==> src/rtl/txr_pkg.sv <==
package txr_pkg;
  typedef enum logic [1:0] {
    SRC_PCM = 2'd0,
    SRC_INS = 2'd1,
    SRC_PAT = 2'd2,
    SRC_REP = 2'd3
  } src_e;

  localparam int unsigned HIST_W = 8;
endpackage

==> src/rtl/txr_table.sv <==
module txr_table #(
  parameter int unsigned NUM_SLOTS = 25,
  parameter int unsigned NUM_CH    = 3,
  localparam int unsigned SLOT_W   = $clog2(NUM_SLOTS),
  localparam int unsigned ENT_W    = NUM_CH + 2
) (
  input  logic              clk,
  input  logic              rst_n,
  input  logic              wr_en,
  input  logic [SLOT_W-1:0] wr_addr,
  input  logic [ENT_W-1:0]  wr_data,
  input  logic              swap,
  input  logic [SLOT_W-1:0] rd_addr,
  output logic [ENT_W-1:0]  rd_ent
);
  logic [NUM_SLOTS-1:0][ENT_W-1:0] shd_q, shd_d;
  logic [NUM_SLOTS-1:0][ENT_W-1:0] act_q, act_d;

  // shadow copy takes register writes at any time
  always_comb begin
    shd_d = shd_q;
    for (int i = 0; i < NUM_SLOTS; i++) begin
      if (wr_en && (32'(wr_addr) == i)) shd_d[i] = wr_data;
    end
  end

  // active copy changes only at the frame boundary
  always_comb begin
    act_d = act_q;
    if (swap) act_d = shd_q;
  end

  always_ff @(posedge clk or negedge rst_n) begin
    if (!rst_n) begin
      shd_q <= '0;
      act_q <= '0;
    end else begin
      shd_q <= shd_d;
      act_q <= act_d;
    end
  end

  always_comb begin
    rd_ent = '0;
    if (32'(rd_addr) < NUM_SLOTS) rd_ent = act_q[rd_addr];
  end

  // active table frozen between frame boundaries
  a_r8_frozen: assert property (@(posedge clk) disable iff (!rst_n)
    !swap |=> $stable(act_q));
  // a boundary loads exactly what the shadow held
  a_r8_load: assert property (@(posedge clk) disable iff (!rst_n)
    swap |=> act_q == $past(shd_q));
endmodule

==> src/rtl/txr_slot_trk.sv <==
module txr_slot_trk #(
  parameter int unsigned NUM_SLOTS = 25,
  localparam int unsigned SLOT_W   = $clog2(NUM_SLOTS)
) (
  input  logic              clk,
  input  logic              rst_n,
  input  logic              bit_stb,
  input  logic              slot_end,
  input  logic [SLOT_W-1:0] slot_num,
  output logic [2:0]        bit_pos,
  output logic              frame_end
);
  logic [2:0] pos_q, pos_d;

  always_comb begin
    pos_d = pos_q;
    if (bit_stb) pos_d = slot_end ? 3'd0 : pos_q + 3'd1;
  end

  always_ff @(posedge clk or negedge rst_n) begin
    if (!rst_n) pos_q <= 3'd0;
    else        pos_q <= pos_d;
  end

  assign bit_pos   = pos_q;
  assign frame_end = bit_stb && slot_end && (32'(slot_num) == NUM_SLOTS - 1);

  // bit position only moves on a strobe
  a_r4_pos_hold: assert property (@(posedge clk) disable iff (!rst_n)
    !bit_stb |=> $stable(bit_pos));
  // each slot begins at bit 0
  a_r4_pos_start: assert property (@(posedge clk) disable iff (!rst_n)
    (bit_stb && slot_end) |=> bit_pos == 3'd0);
endmodule

==> src/rtl/txr_datapath.sv <==
module txr_datapath
  import txr_pkg::*;
#(
  parameter int unsigned NUM_CH = 3,
  localparam int unsigned ENT_W = NUM_CH + 2
) (
  input  logic              clk,
  input  logic              rst_n,
  input  logic              bit_stb,
  input  logic              slot_end,
  input  logic [ENT_W-1:0]  ent,
  input  logic [2:0]        bit_pos,
  input  logic              pcm_din,
  input  logic              ins_din,
  input  logic              pat_din,
  output logic              ins_mark,
  output logic              pat_en,
  output logic [NUM_CH-1:0] ch_wr,
  output logic              ch_dat
);
  src_e              src;
  logic [NUM_CH-1:0] mask;
  logic              sel_bit;
  logic [HIST_W-1:0] hist_q, hist_d;
  logic [HIST_W-1:0] snap_q, snap_d;
  logic [NUM_CH-1:0] wr_q, wr_d;
  logic              dat_q, dat_d;

  assign src  = src_e'(ent[ENT_W-1 -: 2]);
  assign mask = ent[NUM_CH-1:0];

  always_comb begin
    unique case (src)
      SRC_PCM: sel_bit = pcm_din;
      SRC_INS: sel_bit = ins_din;
      SRC_PAT: sel_bit = pat_din;
      default: sel_bit = snap_q[3'd7 - bit_pos];
    endcase
  end

  assign ins_mark = bit_stb && (src == SRC_INS);
  assign pat_en   = bit_stb && (src == SRC_PAT);

  // running history of every bit on the path; snapshot at slot end
  always_comb begin
    hist_d = hist_q;
    snap_d = snap_q;
    dat_d  = dat_q;
    if (bit_stb) begin
      hist_d = {hist_q[HIST_W-2:0], sel_bit};
      dat_d  = sel_bit;
      if (slot_end) snap_d = hist_d;
    end
  end

  for (genvar c = 0; c < NUM_CH; c++) begin : g_strobe
    assign wr_d[c] = bit_stb && (src != SRC_INS) && mask[c];
  end

  always_ff @(posedge clk or negedge rst_n) begin
    if (!rst_n) begin
      hist_q <= '0;
      snap_q <= '0;
      wr_q   <= '0;
      dat_q  <= 1'b0;
    end else begin
      hist_q <= hist_d;
      snap_q <= snap_d;
      wr_q   <= wr_d;
      dat_q  <= dat_d;
    end
  end

  assign ch_wr  = wr_q;
  assign ch_dat = dat_q;

  // generator enable and insert marker never overlap
  a_r7_excl: assert property (@(posedge clk) disable iff (!rst_n)
    $onehot0({ins_mark, pat_en}));
  // an insert slot writes to no channel
  a_r6_no_write: assert property (@(posedge clk) disable iff (!rst_n)
    ins_mark |=> ch_wr == '0);
  // no strobe in, no write out
  a_r10_idle: assert property (@(posedge clk) disable iff (!rst_n)
    !bit_stb |=> ch_wr == '0);
  // writes stay inside the entry's destination mask
  a_r3_in_mask: assert property (@(posedge clk) disable iff (!rst_n)
    bit_stb |=> (ch_wr & ~$past(mask)) == '0);
endmodule

==> src/rtl/tx_slot_router.sv <==
module tx_slot_router
  import txr_pkg::*;
#(
  parameter int unsigned NUM_SLOTS = 25,
  parameter int unsigned NUM_CH    = 3,
  localparam int unsigned SLOT_W   = $clog2(NUM_SLOTS),
  localparam int unsigned ENT_W    = NUM_CH + 2
) (
  input  logic              clk,
  input  logic              rst_n,
  input  logic              cfg_we,
  input  logic [SLOT_W-1:0] cfg_addr,
  input  logic [ENT_W-1:0]  cfg_data,
  input  logic [SLOT_W-1:0] slot_num,
  input  logic              slot_end,
  input  logic              bit_stb,
  input  logic              pcm_din,
  input  logic              ins_din,
  input  logic              pat_din,
  output logic              ins_mark,
  output logic              pat_en,
  output logic [NUM_CH-1:0] ch_wr,
  output logic              ch_dat
);
  logic [1:0]       rst_sync_q;
  logic             rst_n_s;
  logic [ENT_W-1:0] cur_ent;
  logic [2:0]       bit_pos;
  logic             frame_end;

  // reset asserts at once, releases after two clock edges
  always_ff @(posedge clk or negedge rst_n) begin
    if (!rst_n) rst_sync_q <= 2'b00;
    else        rst_sync_q <= {rst_sync_q[0], 1'b1};
  end
  assign rst_n_s = rst_sync_q[1];

  txr_table #(.NUM_SLOTS(NUM_SLOTS), .NUM_CH(NUM_CH)) u_table (
    .clk     (clk),
    .rst_n   (rst_n_s),
    .wr_en   (cfg_we),
    .wr_addr (cfg_addr),
    .wr_data (cfg_data),
    .swap    (frame_end),
    .rd_addr (slot_num),
    .rd_ent  (cur_ent)
  );

  txr_slot_trk #(.NUM_SLOTS(NUM_SLOTS)) u_trk (
    .clk       (clk),
    .rst_n     (rst_n_s),
    .bit_stb   (bit_stb),
    .slot_end  (slot_end),
    .slot_num  (slot_num),
    .bit_pos   (bit_pos),
    .frame_end (frame_end)
  );

  txr_datapath #(.NUM_CH(NUM_CH)) u_dp (
    .clk      (clk),
    .rst_n    (rst_n_s),
    .bit_stb  (bit_stb),
    .slot_end (slot_end),
    .ent      (cur_ent),
    .bit_pos  (bit_pos),
    .pcm_din  (pcm_din),
    .ins_din  (ins_din),
    .pat_din  (pat_din),
    .ins_mark (ins_mark),
    .pat_en   (pat_en),
    .ch_wr    (ch_wr),
    .ch_dat   (ch_dat)
  );
endmodule

==> config.mk <==
export PLATFORM = sky130hd
export DESIGN_NAME = tx_slot_router
export DESIGN_NICKNAME = d
export VERILOG_FILES = /design/src/rtl/txr_pkg.sv /design/src/rtl/txr_table.sv /design/src/rtl/txr_slot_trk.sv /design/src/rtl/txr_datapath.sv /design/src/rtl/tx_slot_router.sv
export SDC_FILE = /design/constraint.sdc
export NUM_CORES = 1
export LEC_CHECK = 0
export ABC_AREA = 1
export BUFFER_PORTS_ARGS = -buffer_cell sky130_fd_sc_hd__clkbuf_2
export CORE_MARGIN = 3
export CORE_UTILIZATION = 45
export CTS_CLUSTER_SIZE = 16
export DETAILED_ROUTE_END_ITERATION = 6
export PLACE_DENSITY = 0.74
export SLEW_MARGIN = 30
export SYNTH_ARGS = -nofsm -noshare
export SYNTH_HDL_FRONTEND = slang
export SYNTH_SLANG_ARGS = --single-unit
==> constraint.sdc <==
create_clock -name clk -period 7.4 [get_ports clk]
set_input_delay 0.37 -clock clk [delete_from_list [all_inputs] [get_ports clk]]
set_output_delay 0.37 -clock clk [all_outputs]
set_load 0.03 [all_outputs]
* After elaboration in Yosys (flattened, before gate mapping) *
Index checks and enable logic that the tools add are counted.

cells by class
  $lt $le $gt $ge = 3
  equal/unequal tests = 28
  multipliers = 0
  shifts and indexed selects = 0
  mux-type cells = 7
  bitwise logic cells = 0
  reductions and logical operators = 36
  div/mod/pow operators = 0
  add/subtract/negate cells = 2

operators by type and width
  cell                                                                          count
  5-bit equality test, second input constant                                    10
  5-bit by 4-bit equality test with 1-bit output, second input constant         8
  1-bit logical AND                                                             33
  5-bit binary-select mux with 5-bit select                                     1
  5-bit by 3-bit equality test with 1-bit output, second input constant         4
  5-bit by 2-bit equality test with 1-bit output, second input constant         2
  5-bit two-way mux                                                             2
  5-bit by 6-bit less-than comparator with 1-bit output, second input constant  1
  5-bit by 1-bit equality test with 1-bit output, second input constant         1
  5-bit logical NOT                                                             1
  5-bit less-than comparator, second input constant                             1
  3-bit by 4-bit less-than comparator with 1-bit output, second input constant  1
  3-bit by 1-bit adder with 3-bit output, second input constant                 1
  1-bit binary-select mux with 3-bit select                                     1
  3-bit two-way mux                                                             1
  1-bit case mux with 3 select lines                                            1
  3-bit subtractor, first input constant                                        1
  2-bit by 1-bit equality test with 1-bit output, second input constant         1
  2-bit equality test, second input constant                                    1
  2-bit logical NOT                                                             1
  2-bit by 1-bit inequality test with 1-bit output, second input constant       1
  2-bit AND reduction                                                           1
  1-bit two-way mux                                                             1

word-level totals
  bits in read-only memories = 0
  input port bits = 23
  flip-flop bits (word level) = 274
  output and inout port bits = 6
  memories kept = 0
  bits in writable memories = 0
  bits in latches = 0
  word-level logic and storage cells = 132

* Longest topological paths before layout *
  word-level depth = 6
  gate-level depth with buffers = 16
  depth with buffers taken out = 15

* Hierarchy *
A second synthesis with hierarchy kept.

unflattened totals
  cell total of the unflattened synthesis = 1354
  area, all modules = 11747.5 sq um

modules (own cells, without submodules)
  module          cells each  times used  area an instance (sq um)  seq. area each (sq um)
  txr_table       1231        1           10699.0                   6256.0
  txr_datapath    99          1           824.5                     450.4
  txr_slot_trk    21          1           170.2                     75.1
  tx_slot_router  3           1           53.8                      50.0

* Worst setup path before layout *
Ideal clock, no wire load.

  path type = input to output
  start = input port slot_num[0]
  end = output port pat_en
  stages = 9
  data arrival time = 1809 ps
  path buffers = 1
  data required time = 7030 ps
  path slack = 5221 ps
  cells stage by stage = buf_4 -> or2_0 -> nand3_1 -> nand3_1 -> nand3_1 -> nand2_1 -> nand2_1 -> nand2_1 -> nor3_1

between the ends
  word-level cells in the longest chain between the ends = 5
  elaborated cells between the ends (all ways) = 6
  those cells by class = 1 x order compare; 1 x eq/ne; 3 x mux; 1 x reduce/logical

ends and longest elaborated chain
  element                                    line                  text
  start, declared                            tx_slot_router.sv:14  input logic [SLOT_W-1:0] slot_num,
  5-bit binary-select mux with 5-bit select  txr_table.sv:45       if (32'(rd_addr) < NUM_SLOTS) rd_ent = act_q[rd_addr];
  5-bit two-way mux (implied by the code)    txr_table.sv:45
  5-bit two-way mux *                        txr_table.sv:45
  2-bit equality test *                      txr_datapath.sv:42    assign pat_en = bit_stb && (src == SRC_PAT);
  1-bit logical AND *                        txr_datapath.sv:42
  end, declared                              tx_slot_router.sv:21  output logic pat_en,

Mark *: on every way between the ends. The rest lies on a longest branch, timed or not. The select of a mux whose other input is x is not followed.

* Worst setup path after layout *
Ends and elaborated chain as after synthesis.

==> flow_metrics.tcl <==
set metrics [dict create \
    antenna_found_initial 0 \
    min_period_over_period_pct 43.1 \
    row_count 57 \
    core-area_sq_um 24700 \
    status "complete, no violations" \
    die_y_um 166 \
    synth.avg_cell_area_sq_um 10.2 \
    setup_violations 0 \
    grt_pass1_vias 8256 \
    crit_path_end_kind "output port" \
    grt_max_degree 133 \
    m1WireLength_mm 11.5 \
    finalCriticalPeriod_ns 3.19 \
    power_density_nw_per_um2 283 \
    cts.clk_slew.worst_paths_ns 0.06 \
    cp.required_ns 7.03 \
    gp_congestion 0.844 \
    synth-compound-area-share_pct 10.4 \
    synthDistinctLibCells 28 \
    wl_met3_mm 1.60 \
    max_slew_margin_pct 36.0 \
    fillerInstances 2148 \
    syn_area_sq_um 11500 \
    ys_seq_area_share_pct 59.4 \
    drv_cap 0 \
    cp-startpoint "slot_num[0]" \
    r2r_cells 2 \
    regArea_sq_um 6840 \
    first_pass_iters 6 \
    grt_pass1_wl_mm 43.6 \
    clk_latency_ns 0.53 \
    fin_nets 1172 \
    timing.rr.end "u_table.act_q[105]$_DFFE_PN0P_" \
    worst_path_largest_cell_delay_ns 0.58 \
    r2r_setup_slack_ns 5.61 \
    ir_drop_mv 0.157 \
    ant_nets 0 \
    fin_tns_setup_ns 0 \
    rsz0062_at_grt "no" \
    crit_type "in -> out" \
    crit_top_cell "nand2_1" \
    cts.htree.levels 1 \
    num_vias 8057 \
    dieArea_sq_um 27500 \
    worstMarginPinSlew_ns 0.958 \
    via_per_inst 5.40 \
    hold_path_class "in -> async" \
    grt_usage_pct 19.1 \
    cts_tree "built" \
    syn-instance-count 1131 \
    fin_cells 1492 \
    clk_path_buf_depth 3 \
    cp-endpoint "pat_en" \
    synthToLayoutAreaGrowth_pct 11.4 \
    finClkSkew_ns 0.0123 \
    port_buffers 28 \
    cp.buffers_inverters 5 \
    drv_slew 0 \
    multi_input_area_sq_um 4200 \
    critical_path.top_delay_family "buffers and inverters" \
    root_buffer "clkbuf_16" \
    met2_length_mm 12.3 \
    highest_layer "met4" \
    finalHoldViolCount 0 \
    timing.rr.start "rst_sync_q[1]$_DFF_PN0_" \
    layout-drive-gt1-share_pct 16.7 \
    yosysWarnings 0 \
    grt_overflow 0 \
    synth-xor-area-share_pct 0 \
    wire_per_inst_um 17.6 \
    worstSetupStartpointType "primary input" \
    diodes 0 \
    cp.arrival_ns 2.82 \
    dr.first_iter.drc_count 848 \
    die_x_um 166 \
    hpwlAfterDp_mm 16.2 \
    dpl.cell_count 1440 \
    drc 0 \
    initial_core_util_pct 46.5 \
    final_util_pct 51.8 \
    max_freq_mhz 314 \
    path_cells "clkbuf_2 > buf_4 > inv_2 > buf_4 > nand2_1 > nand2_1 > nand2_1 > nand2_1 > nand2_1 > nand3_1 > nand3_1 > nand2_1 > nor3_1 > clkbuf_2" \
    muxShareOfSynthArea_pct 11.6 \
    cp_slowest_cell "buf_4" \
    wirelength_mm 26.2 \
    ys_ff_latch 273 \
    synthAdderAreaFrac_pct 0.109 \
    cts_setup_buffers 0 \
    path_depth 14 \
    clock_sinks 273 \
    synth_nets 1155 \
    critPathMaxFanout 66 \
    io_pins 29 \
    synth_simple_gate_area_share_pct 14.3 \
    numCtsBuffers 29 \
    leakage_nw 6.45 \
    synth_top_family_by_area "simple AND/OR/NAND/NOR gates" \
]
[flip-flops by register name, indices dropped and copies added, names as in the netlist]
signal	flops
u_table.act_q	125
u_trk.bit_pos	3
rst_sync_q	2
u_dp.snap_q	8
u_dp.ch_wr	3
u_dp.hist_q	7
u_table.shd_q	125
[power by group]
group | leakage (nW) | internal (mW) | switching [mW]
combinational | 2.40 | 0.147 | 0.222
sequential | 3.58 | 1.70 | 0.111
clock | 0.473 | 0.876 | 0.574
total | 6.45 | 2.72 | 0.907
[logic make-up (layout without fill, tap and decap cells)]
group	count (synthesis)	after routing
AOI/OAI and AO/OA	231	231
adders and majority gates	1	1
buffers and inverters	102	139
DFF	273	273
muxes	112	112
other	1	1
and+or+nand+nor	411	411
[metrics by stage]
stage	area [sq um]	power [mW]	hold WS [ns]	setup WS [ns]
floorplan	11500	2.08	0.0744	2.93
global placement	11800	2.18	0.156	4.08
detailed placement	11900	2.20	0.160	4.04
CTS	12800	3.66	0.119	4.24
global route	12800	3.80	0.142	4.02
finish	12800	3.63	0.148	4.21
[area by class of cell]
cell class,instances,area share [%]
Clock buffer,44,6.80
Clock inverter,7,0.712
Inverter,52,1.52
Multi-Input combinational cell,756,32.7
Sequential cell,273,53.3
Tap cell,324,3.16
Timing Repair Buffer,36,1.80
[worst reg2reg max path, stage by stage, from the launching register on]
cell and delay (ns):
dfrtp_4 0.81, buf_12 0.31, buf_4 0.66
[worst min path at each step]
stage | start | endpoint | depth (start not counted)
after floorplan | rst_n | rst_sync_q[0]$_DFF_PN0_ | 0
final | rst_n | rst_sync_q[1]$_DFF_PN0_ | 2
after global routing | rst_n | rst_sync_q[1]$_DFF_PN0_ | 2
after global placement | rst_n | rst_sync_q[0]$_DFF_PN0_ | 1
after detailed placement | rst_n | rst_sync_q[0]$_DFF_PN0_ | 1
after CTS | rst_n | rst_sync_q[1]$_DFF_PN0_ | 2
[repair_timing]
action,4_1_cts,5_1_grt
hold buffers,1,0
endpoints found under the hold margin,2,0
gates resized for setup,0,0
[cell usage after synthesis]
cell type | n | share of area, %
o21ai_0 | 177 | 7.7
buf_2 | 19 | 0.83
buf_6 | 7 | 0.68
mux2_4 | 21 | 2.7
buf_4 | 6 | 0.39
nor2_8 | 1 | 0.17
dfrtp_1 | 273 | 59
a31oi_1 | 1 | 0.054
conb_1 | 1 | 0.033
buf_1 | 1 | 0.033
a21oi_1 | 37 | 1.6
nand3_1 | 45 | 2.0
nand2_1 | 287 | 9.4
o221ai_1 | 5 | 0.38
o21ba_1 | 3 | 0.26
inv_1 | 49 | 1.6
mux2_2 | 85 | 8.3
inv_2 | 3 | 0.098
nor3_1 | 5 | 0.22
ha_1 | 1 | 0.11
or2_0 | 1 | 0.054
nand3_4 | 1 | 0.15
o22ai_1 | 7 | 0.38
nand4_1 | 3 | 0.16
nor2_1 | 68 | 2.2
o211ai_1 | 1 | 0.065
mux2i_1 | 6 | 0.52
clkbuf_1 | 17 | 0.55
[metal layers]
layer,GRT usage (%),vias to the layer above
met4,6.29,0
met5,0,-
li1,-,3800
met3,3.57,57
met1,26.1,3961
met2,31.2,239
[cell usage in the layout (no fill, tap or decap), types with 28 or more instances in the layout]
master     netlist  routed
nand3_1         45      45
nor2_1          68      68
mux2_2          85      85
clkbuf_16        0      29
dfrtp_1        273     272
clkbuf_2         0      28
inv_1           49      46
nand2_1        287     287
a21oi_1         37      37
o21ai_0        177     177
No activity file was read; power rests on OpenSTA's default activity.
